<file path="config.mk">
export PLATFORM = sky130hd
export DESIGN_NAME = flush_coord
export DESIGN_NICKNAME = d
export VERILOG_FILES = /design/src/rtl/flush_coord_pkg.sv /design/src/rtl/fc_classify.sv /design/src/rtl/fc_mode.sv /design/src/rtl/fc_in_ack.sv /design/src/rtl/fc_out_req.sv /design/src/rtl/fc_stub.sv /design/src/rtl/flush_coord.sv
export SDC_FILE = /design/constraint.sdc
export NUM_CORES = 1
export LEC_CHECK = 0
export CELL_PAD_IN_SITES_DETAIL_PLACEMENT = 1
export CELL_PAD_IN_SITES_GLOBAL_PLACEMENT = 2
export CORE_ASPECT_RATIO = 1.5
export CORE_MARGIN = 3
export CORE_UTILIZATION = 20
export CTS_CLUSTER_DIAMETER = 200
export DETAILED_ROUTE_END_ITERATION = 8
export HOLD_SLACK_MARGIN = 0.08
export PLACE_DENSITY = 0.75
export SETUP_SLACK_MARGIN = 0.05
export SYNTH_ARGS = -nofsm -noshare
export SYNTH_HDL_FRONTEND = slang
export SYNTH_SLANG_ARGS = --single-unit
</file>
<file path="constraint.sdc">
create_clock -name clk -period 2.8 [get_ports clk]
set_clock_uncertainty 0.15 [all_clocks]
set_input_delay 0.7 -clock clk [delete_from_list [all_inputs] [get_ports clk]]
set_output_delay 0.7 -clock clk [all_outputs]
set_load 0.02 [all_outputs]
</file>
<file path="src/rtl/flush_coord_pkg.sv">
package flush_coord_pkg;
   // Summary of the flush state across all inputs
   typedef enum logic [1:0] {
      FM_NONE = 2'd0,   // no input holds a pending flush token
      FM_SOME = 2'd1,   // at least one, but not every, input is flushing
      FM_ALL  = 2'd2    // every input is flushing
   } flush_mode_e;

   // Combining operation of the compute stub
   localparam int unsigned COMB_SUM = 0;
   localparam int unsigned COMB_XOR = 1;
endpackage

</file>
<file path="src/rtl/fc_classify.sv">
module fc_classify #(
   parameter int unsigned N_IN = 3,
   parameter int unsigned W    = 8
) (
   input  logic [N_IN-1:0]          in_req,
   input  logic [N_IN*(W+1)-1:0]    in_bus,
   input  logic [N_IN-1:0]          in_ack,
   output logic [N_IN-1:0]          eff_req,
   output logic [N_IN-1:0]          flushing,
   output logic [N_IN-1:0]          full,
   output logic [N_IN*W-1:0]        words
);
   localparam int unsigned LANE = W + 1;

   for (genvar i = 0; i < N_IN; i++) begin : g_lane
      logic mark;
      assign mark              = in_bus[i*LANE + W];
      assign words[i*W +: W]   = in_bus[i*LANE +: W];
      assign eff_req[i]        = in_req[i] & ~mark;
      assign flushing[i]       = in_req[i] & mark & ~in_ack[i];
      assign full[i]           = eff_req[i] & ~in_ack[i];
   end
endmodule

</file>
<file path="src/rtl/fc_mode.sv">
module fc_mode
   import flush_coord_pkg::*;
#(
   parameter int unsigned N_IN = 3
) (
   input  logic [N_IN-1:0] flushing,
   output flush_mode_e     mode
);
   always_comb begin
      if (&flushing)       mode = FM_ALL;
      else if (|flushing)  mode = FM_SOME;
      else                 mode = FM_NONE;
   end
endmodule

</file>
<file path="src/rtl/fc_in_ack.sv">
module fc_in_ack
   import flush_coord_pkg::*;
#(
   parameter int unsigned N_IN = 3
) (
   input  logic            clk,
   input  logic            rst,
   input  flush_mode_e     mode,
   input  logic [N_IN-1:0] in_req,
   input  logic [N_IN-1:0] eff_req,
   input  logic [N_IN-1:0] flushing,
   input  logic            take,
   output logic [N_IN-1:0] in_ack
);
   for (genvar i = 0; i < N_IN; i++) begin : g_ack
      always_ff @(posedge clk) begin
         if (rst) begin
            in_ack[i] <= 1'b1;
         end else begin
            unique case (mode)
               FM_ALL: in_ack[i] <= 1'b1;
               FM_SOME: begin
                  if (!eff_req[i] && in_ack[i])      in_ack[i] <= 1'b0;
                  else if (eff_req[i] && !in_ack[i]) in_ack[i] <= 1'b1;
               end
               default: begin
                  if (take)                          in_ack[i] <= 1'b1;
                  else if (!in_req[i] && in_ack[i])  in_ack[i] <= 1'b0;
               end
            endcase
         end
      end

      // a draining data input gets its acknowledge
      p_drain_data_r5: assert property (@(posedge clk) disable iff (rst)
         (mode == FM_SOME && eff_req[i] && !in_ack[i]) |=> in_ack[i]);

      // a flushing input is held while the flush is partial
      p_hold_partial_r5: assert property (@(posedge clk) disable iff (rst)
         (mode == FM_SOME && flushing[i]) |=> !in_ack[i]);

      // a flushing input is only released when all inputs flush
      p_no_lone_flush_r10: assert property (@(posedge clk) disable iff (rst)
         ($rose(in_ack[i]) && $past(flushing[i])) |-> $past(mode == FM_ALL));
   end

   // every input released together
   p_all_release_r3: assert property (@(posedge clk) disable iff (rst)
      (mode == FM_ALL) |=> (&in_ack));

   // acknowledges come out of reset high
   p_reset_ack_r2: assert property (@(posedge clk) disable iff (rst)
      $fell(rst) |-> (&in_ack));
endmodule

</file>
<file path="src/rtl/fc_out_req.sv">
module fc_out_req #(
   parameter int unsigned N_OUT = 2
) (
   input  logic             clk,
   input  logic             rst,
   input  logic             fill,
   input  logic [N_OUT-1:0] out_ack,
   output logic [N_OUT-1:0] out_req
);
   for (genvar j = 0; j < N_OUT; j++) begin : g_req
      always_ff @(posedge clk) begin
         if (rst)                          out_req[j] <= 1'b0;
         else if (fill)                    out_req[j] <= 1'b1;
         else if (out_req[j] && out_ack[j]) out_req[j] <= 1'b0;
      end

      // acknowledged output clears
      p_out_clear_r7: assert property (@(posedge clk) disable iff (rst)
         (out_req[j] && out_ack[j]) |=> !out_req[j]);
   end

   // a fill raises every output
   p_fill_all_r8: assert property (@(posedge clk) disable iff (rst)
      fill |=> (&out_req));

   // outputs idle out of reset
   p_reset_out_r2: assert property (@(posedge clk) disable iff (rst)
      $fell(rst) |-> (out_req == '0));
endmodule

</file>
<file path="src/rtl/fc_stub.sv">
module fc_stub
   import flush_coord_pkg::*;
#(
   parameter int unsigned N_IN    = 3,
   parameter int unsigned N_OUT   = 2,
   parameter int unsigned W       = 8,
   parameter int unsigned COMBINE = COMB_SUM
) (
   input  logic             clk,
   input  logic             rst,
   input  flush_mode_e      mode,
   input  logic [N_IN-1:0]  full,
   input  logic [N_IN*W-1:0] words,
   input  logic [N_OUT-1:0] out_req,
   output logic             fire,
   output logic [N_OUT*W-1:0] out_word
);
   logic [W-1:0] acc;

   if (COMBINE == COMB_XOR) begin : g_xor
      always_comb begin
         acc = '0;
         for (int i = 0; i < N_IN; i++) acc = acc ^ words[i*W +: W];
      end
   end else begin : g_sum
      always_comb begin
         acc = '0;
         for (int i = 0; i < N_IN; i++) acc = acc + words[i*W +: W];
      end
   end

   assign fire = (mode == FM_NONE) && (&full) && !(|out_req);

   for (genvar j = 0; j < N_OUT; j++) begin : g_word
      always_ff @(posedge clk) begin
         if (rst)       out_word[j*W +: W] <= '0;
         else if (fire) out_word[j*W +: W] <= acc;
      end
   end

   // no fire while any output is occupied
   p_wait_out_r9: assert property (@(posedge clk) disable iff (rst)
      (|out_req) |-> !fire);

   // a flushing state never lets the stage fire
   p_flush_not_data_r1: assert property (@(posedge clk) disable iff (rst)
      (mode != FM_NONE) |-> !fire);
endmodule

</file>
<file path="src/rtl/flush_coord.sv">
module flush_coord
   import flush_coord_pkg::*;
#(
   parameter int unsigned N_IN    = 3,
   parameter int unsigned N_OUT   = 2,
   parameter int unsigned W       = 8,
   parameter int unsigned COMBINE = COMB_SUM
) (
   input  logic                   clk,
   input  logic                   rst,
   input  logic [N_IN-1:0]        in_req,
   input  logic [N_IN*(W+1)-1:0]  in_bus,
   output logic [N_IN-1:0]        in_ack,
   output logic [N_OUT-1:0]       out_req,
   output logic [N_OUT*W-1:0]     out_word,
   input  logic [N_OUT-1:0]       out_ack
);
   if (N_IN < 1)    begin : g_bad_nin   $error("N_IN must be at least 1");  end
   if (N_OUT < 1)   begin : g_bad_nout  $error("N_OUT must be at least 1"); end
   if (W < 1)       begin : g_bad_w     $error("W must be at least 1");     end
   if (COMBINE > 1) begin : g_bad_comb  $error("COMBINE must be 0 or 1");   end

   logic [N_IN-1:0]   eff_req;
   logic [N_IN-1:0]   flushing;
   logic [N_IN-1:0]   full;
   logic [N_IN*W-1:0] words;
   flush_mode_e       mode;
   logic              fire;

   fc_classify #(.N_IN(N_IN), .W(W)) u_class (
      .in_req  (in_req),
      .in_bus  (in_bus),
      .in_ack  (in_ack),
      .eff_req (eff_req),
      .flushing(flushing),
      .full    (full),
      .words   (words)
   );

   fc_mode #(.N_IN(N_IN)) u_mode (
      .flushing(flushing),
      .mode    (mode)
   );

   fc_stub #(.N_IN(N_IN), .N_OUT(N_OUT), .W(W), .COMBINE(COMBINE)) u_stub (
      .clk     (clk),
      .rst     (rst),
      .mode    (mode),
      .full    (full),
      .words   (words),
      .out_req (out_req),
      .fire    (fire),
      .out_word(out_word)
   );

   fc_in_ack #(.N_IN(N_IN)) u_in_ack (
      .clk     (clk),
      .rst     (rst),
      .mode    (mode),
      .in_req  (in_req),
      .eff_req (eff_req),
      .flushing(flushing),
      .take    (fire),
      .in_ack  (in_ack)
   );

   fc_out_req #(.N_OUT(N_OUT)) u_out_req (
      .clk    (clk),
      .rst    (rst),
      .fill   (fire),
      .out_ack(out_ack),
      .out_req(out_req)
   );

   // with no flush pending, a held request keeps its acknowledge
   for (genvar i = 0; i < N_IN; i++) begin : g_chk
      p_hold_ack_r4: assert property (@(posedge clk) disable iff (rst)
         (mode == FM_NONE && in_req[i] && in_ack[i]) |=> in_ack[i]);
   end
endmodule

</file>
==> impl_metrics.json <==
{
  "fp.dieArea_um2": 6740,
  "die_y_um": 99.1,
  "cts_max_level": 1,
  "power.total_uw": 739,
  "placementRows": 33,
  "avgSynthCellArea_um2": 9.09,
  "nNetsFinal": 256,
  "die_w_um": 68.0,
  "cts_tree": "yes",
  "path_cells": "dlygate4sd2_1, fa_1, ha_4, a211oi_4, o21bai_1, a21oi_2, nor4_1, a311o_1",
  "initial_core_util": 0.209,
  "port-buffer-count": 54,
  "hold_start": "u_stub.out_word[1]",
  "synth_top_cell_by_area": "dfxtp_1",
  "path_max_fanout": 2,
  "antenna_found_initial": 0,
  "reg2reg_from": "u_in_ack.in_ack[0]",
  "fmaxAchievable_ghz": 0.380,
  "routed_via_density": 4.44,
  "grt_use_total": 0.114,
  "p_leak_uw": 0.000905,
  "routed_wl_um": 3670,
  "drtIter0Drc": 9,
  "hold_path_class": "flop to flop",
  "worst_pin_slew_ns": 0.331,
  "root_buffer": "clkbuf_8",
  "seq_area_frac_synth": 0.225,
  "drive_gt1_frac": 0.333,
  "hold_viol": 0,
  "finalCritPeriodShare": 0.940,
  "place_hpwl_um": 2910,
  "finalSetupViolCount": 0,
  "syn_area_um2": 1150,
  "synth_top_cell_area_share": 0.225,
  "met1_length_um": 1360,
  "finalNonFillerCells": 274,
  "path_clk_slew_ns": 0.06,
  "rsz0062_at_grt": "false",
  "clock_path_buffers": 2,
  "via_count": 1216,
  "top_layer": "met4",
  "ir_worst_vdd_v": 0.000127,
  "place_ws_ns": -0.519,
  "fin_ws_ns": 0.167,
  "crit_path_start": "in_bus[20]",
  "n_antenna_cell": 0,
  "insertion_delay_ns": 0.24,
  "clock_sinks": 13,
  "cts-buffers-inserted": 3,
  "area_delta_synth_final_pct": 84.1,
  "critPathLaunchType": "input port",
  "slew_headroom": 0.779,
  "cap_violations": 0,
  "max_stage_delay_ns": 0.55,
  "core_area_um2": 5530,
  "arrival_ns": 2.61,
  "status": "finished, final reports clean",
  "layout_min_cycle_time_ns": 2.63,
  "cpMaxStageDelayCell": "fa_1",
  "ios": 55,
  "crit_required_ns": 2.78,
  "worstSetupPathType": "input port to flop",
  "wl_per_cell_um": 13.4,
  "drv_slew": 0,
  "syn_inst": 127,
  "placed_area_um2": 1880,
  "synth_seq_cells": 13,
  "drt_pass1_iterations": 4,
  "ant_nets": 0,
  "drcViolationCount": 0,
  "synth.area.top_cells": "dfxtp_1 (23%), fa_1 (14%), ha_1 (9.8%), buf_4 (5.2%), nand2_1 (4.2%)",
  "routabilityCongestion": 0.739,
  "worstSetupEndpointType": "flop",
  "grt_first_pass_wirelength_um": 5890,
  "whs_ns": 0.341,
  "numPlacedInstances": 264,
  "mappedNetlistNets": 178,
  "wl_met2_um": 2090,
  "route.met3.wl_um": 163,
  "grt_overflow": 0,
  "stdcell_area_um2": 2130,
  "ys_warn_count": 0,
  "grt_max_degree": 12,
  "synth.distinct_cells": 35,
  "grt_pass1_vias": 1307,
  "power_density_nw_per_um2": 348
}
-- cells in the final DEF, fill, tap and decap left out, types with 3 or more instances in the layout --
cell             netlist  layout
buf_6                  1       3
nand3b_1               3       3
a211o_1                4       4
dlymetal6s2s_1         0       6
clkbuf_2               0       3
ha_1                   9       3
fa_1                   8       6
a21oi_1                8       6
dfxtp_1               13      13
xnor2_1                4       4
buf_4                  8      26
ha_4                   0       6
dlygate4sd2_1          0      10
nor2_1                 7       7
nand2b_1               4       4
inv_2                  0       5
clkbuf_8               0       3
nand2_1               13      12
inv_1                 11       6
clkdlybuf4s50_1        0      33
-- routing by layer --
metal,GRT usage,vias to the layer above
met5,0,-
met2,0.215,34
li1,-,591
met4,0.0551,0
met1,0.119,589
met3,0.0103,2
-- power breakdown --
part           switching (µW)  internal (µW)
sequential               5.42            191
clock                    70.5           98.2
combinational             161            213
-- worst max-delay path, delay by kind of cell --
kind	cells	cell delay [ns]
AND/OR/NAND/NOR	1	0.07
buffers and inverters	1	0.24
adder cells (fa/ha/maj)	2	0.78
AO/OA/AOI/OAI	4	0.82
-- state kept, by name, indices dropped and copies added (netlist names) --
signal,cells
u_in_ack.in_ack,3
u_out_req.out_req,2
u_stub.out_word,8
-- cells in the mapped netlist --
library cell	number
ha_1	9
nor4b_2	2
nand4_2	1
nor3_1	2
xnor2_1	4
o211ai_1	1
o31a_1	1
or2_2	1
a32oi_1	3
nor2b_1	3
buf_6	1
buf_4	8
nand4_1	1
o21ai_0	2
o22ai_1	1
and2b_1	2
o21a_1	1
a211oi_1	5
clkbuf_1	1
o21bai_1	1
a21o_1	1
nand2b_1	4
fa_1	8
inv_1	11
a21oi_1	8
a211o_1	4
nand3_1	1
nand3b_1	3
nor4_4	1
a311o_1	1
nor4_1	1
dfxtp_1	13
and4bb_2	1
nand2_1	13
nor2_1	7
-- cell type report --
class	count	area [µm²]
Timing Repair Buffer	83	752
Fill cell	660	3410
Tap cell	70	87.6
Sequential cell	13	260
Clock inverter	1	5.00
Multi-Input combinational cell	93	938
Clock buffer	3	41.3
Inverter	11	41.3
-- per-stage QoR --
| step | utilization | TNS (ns) |
|---|---|---|
| 2_1_floorplan | - | 0 |
| 3_3_place_gp | 0.340 | -3.53 |
| 3_5_place_dp | 0.340 | -4.20 |
| 4_1_cts | 0.373 | 0 |
| 5_1_grt | 0.384 | 0 |
| 6_report | 0.384 | 0 |
-- cells by family after synthesis --
| family | share of synthesized area |
|---|---|
| XOR/XNOR | 0.0303 |
| AO/OA/AOI/OAI | 0.177 |
| flip-flops | 0.225 |
| buffers and inverters | 0.101 |
| AND/OR/NAND/NOR | 0.231 |
| adder cells (fa/ha/maj) | 0.236 |
-- what timing repair did --
| item | in CTS | in global routing |
|---|---|---|
| setup buffers | 5 | 1 |
| pin swaps | 21 | 16 |
| resized for setup | 45 | 19 |
| endpoints found under the setup margin | 12 | 13 |
| hold buffers | 0 | 0 |
-- final timing paths --
kind,end,slack [ns],cells past startpoint
min,u_stub.out_word[1],0.34,2
max,u_stub.out_word[6],0.17,8
max reg2reg,u_in_ack.in_ack[1],0.52,10
min reg2reg,u_stub.out_word[1],0.34,2
Power figures use the tool's default switching activity.
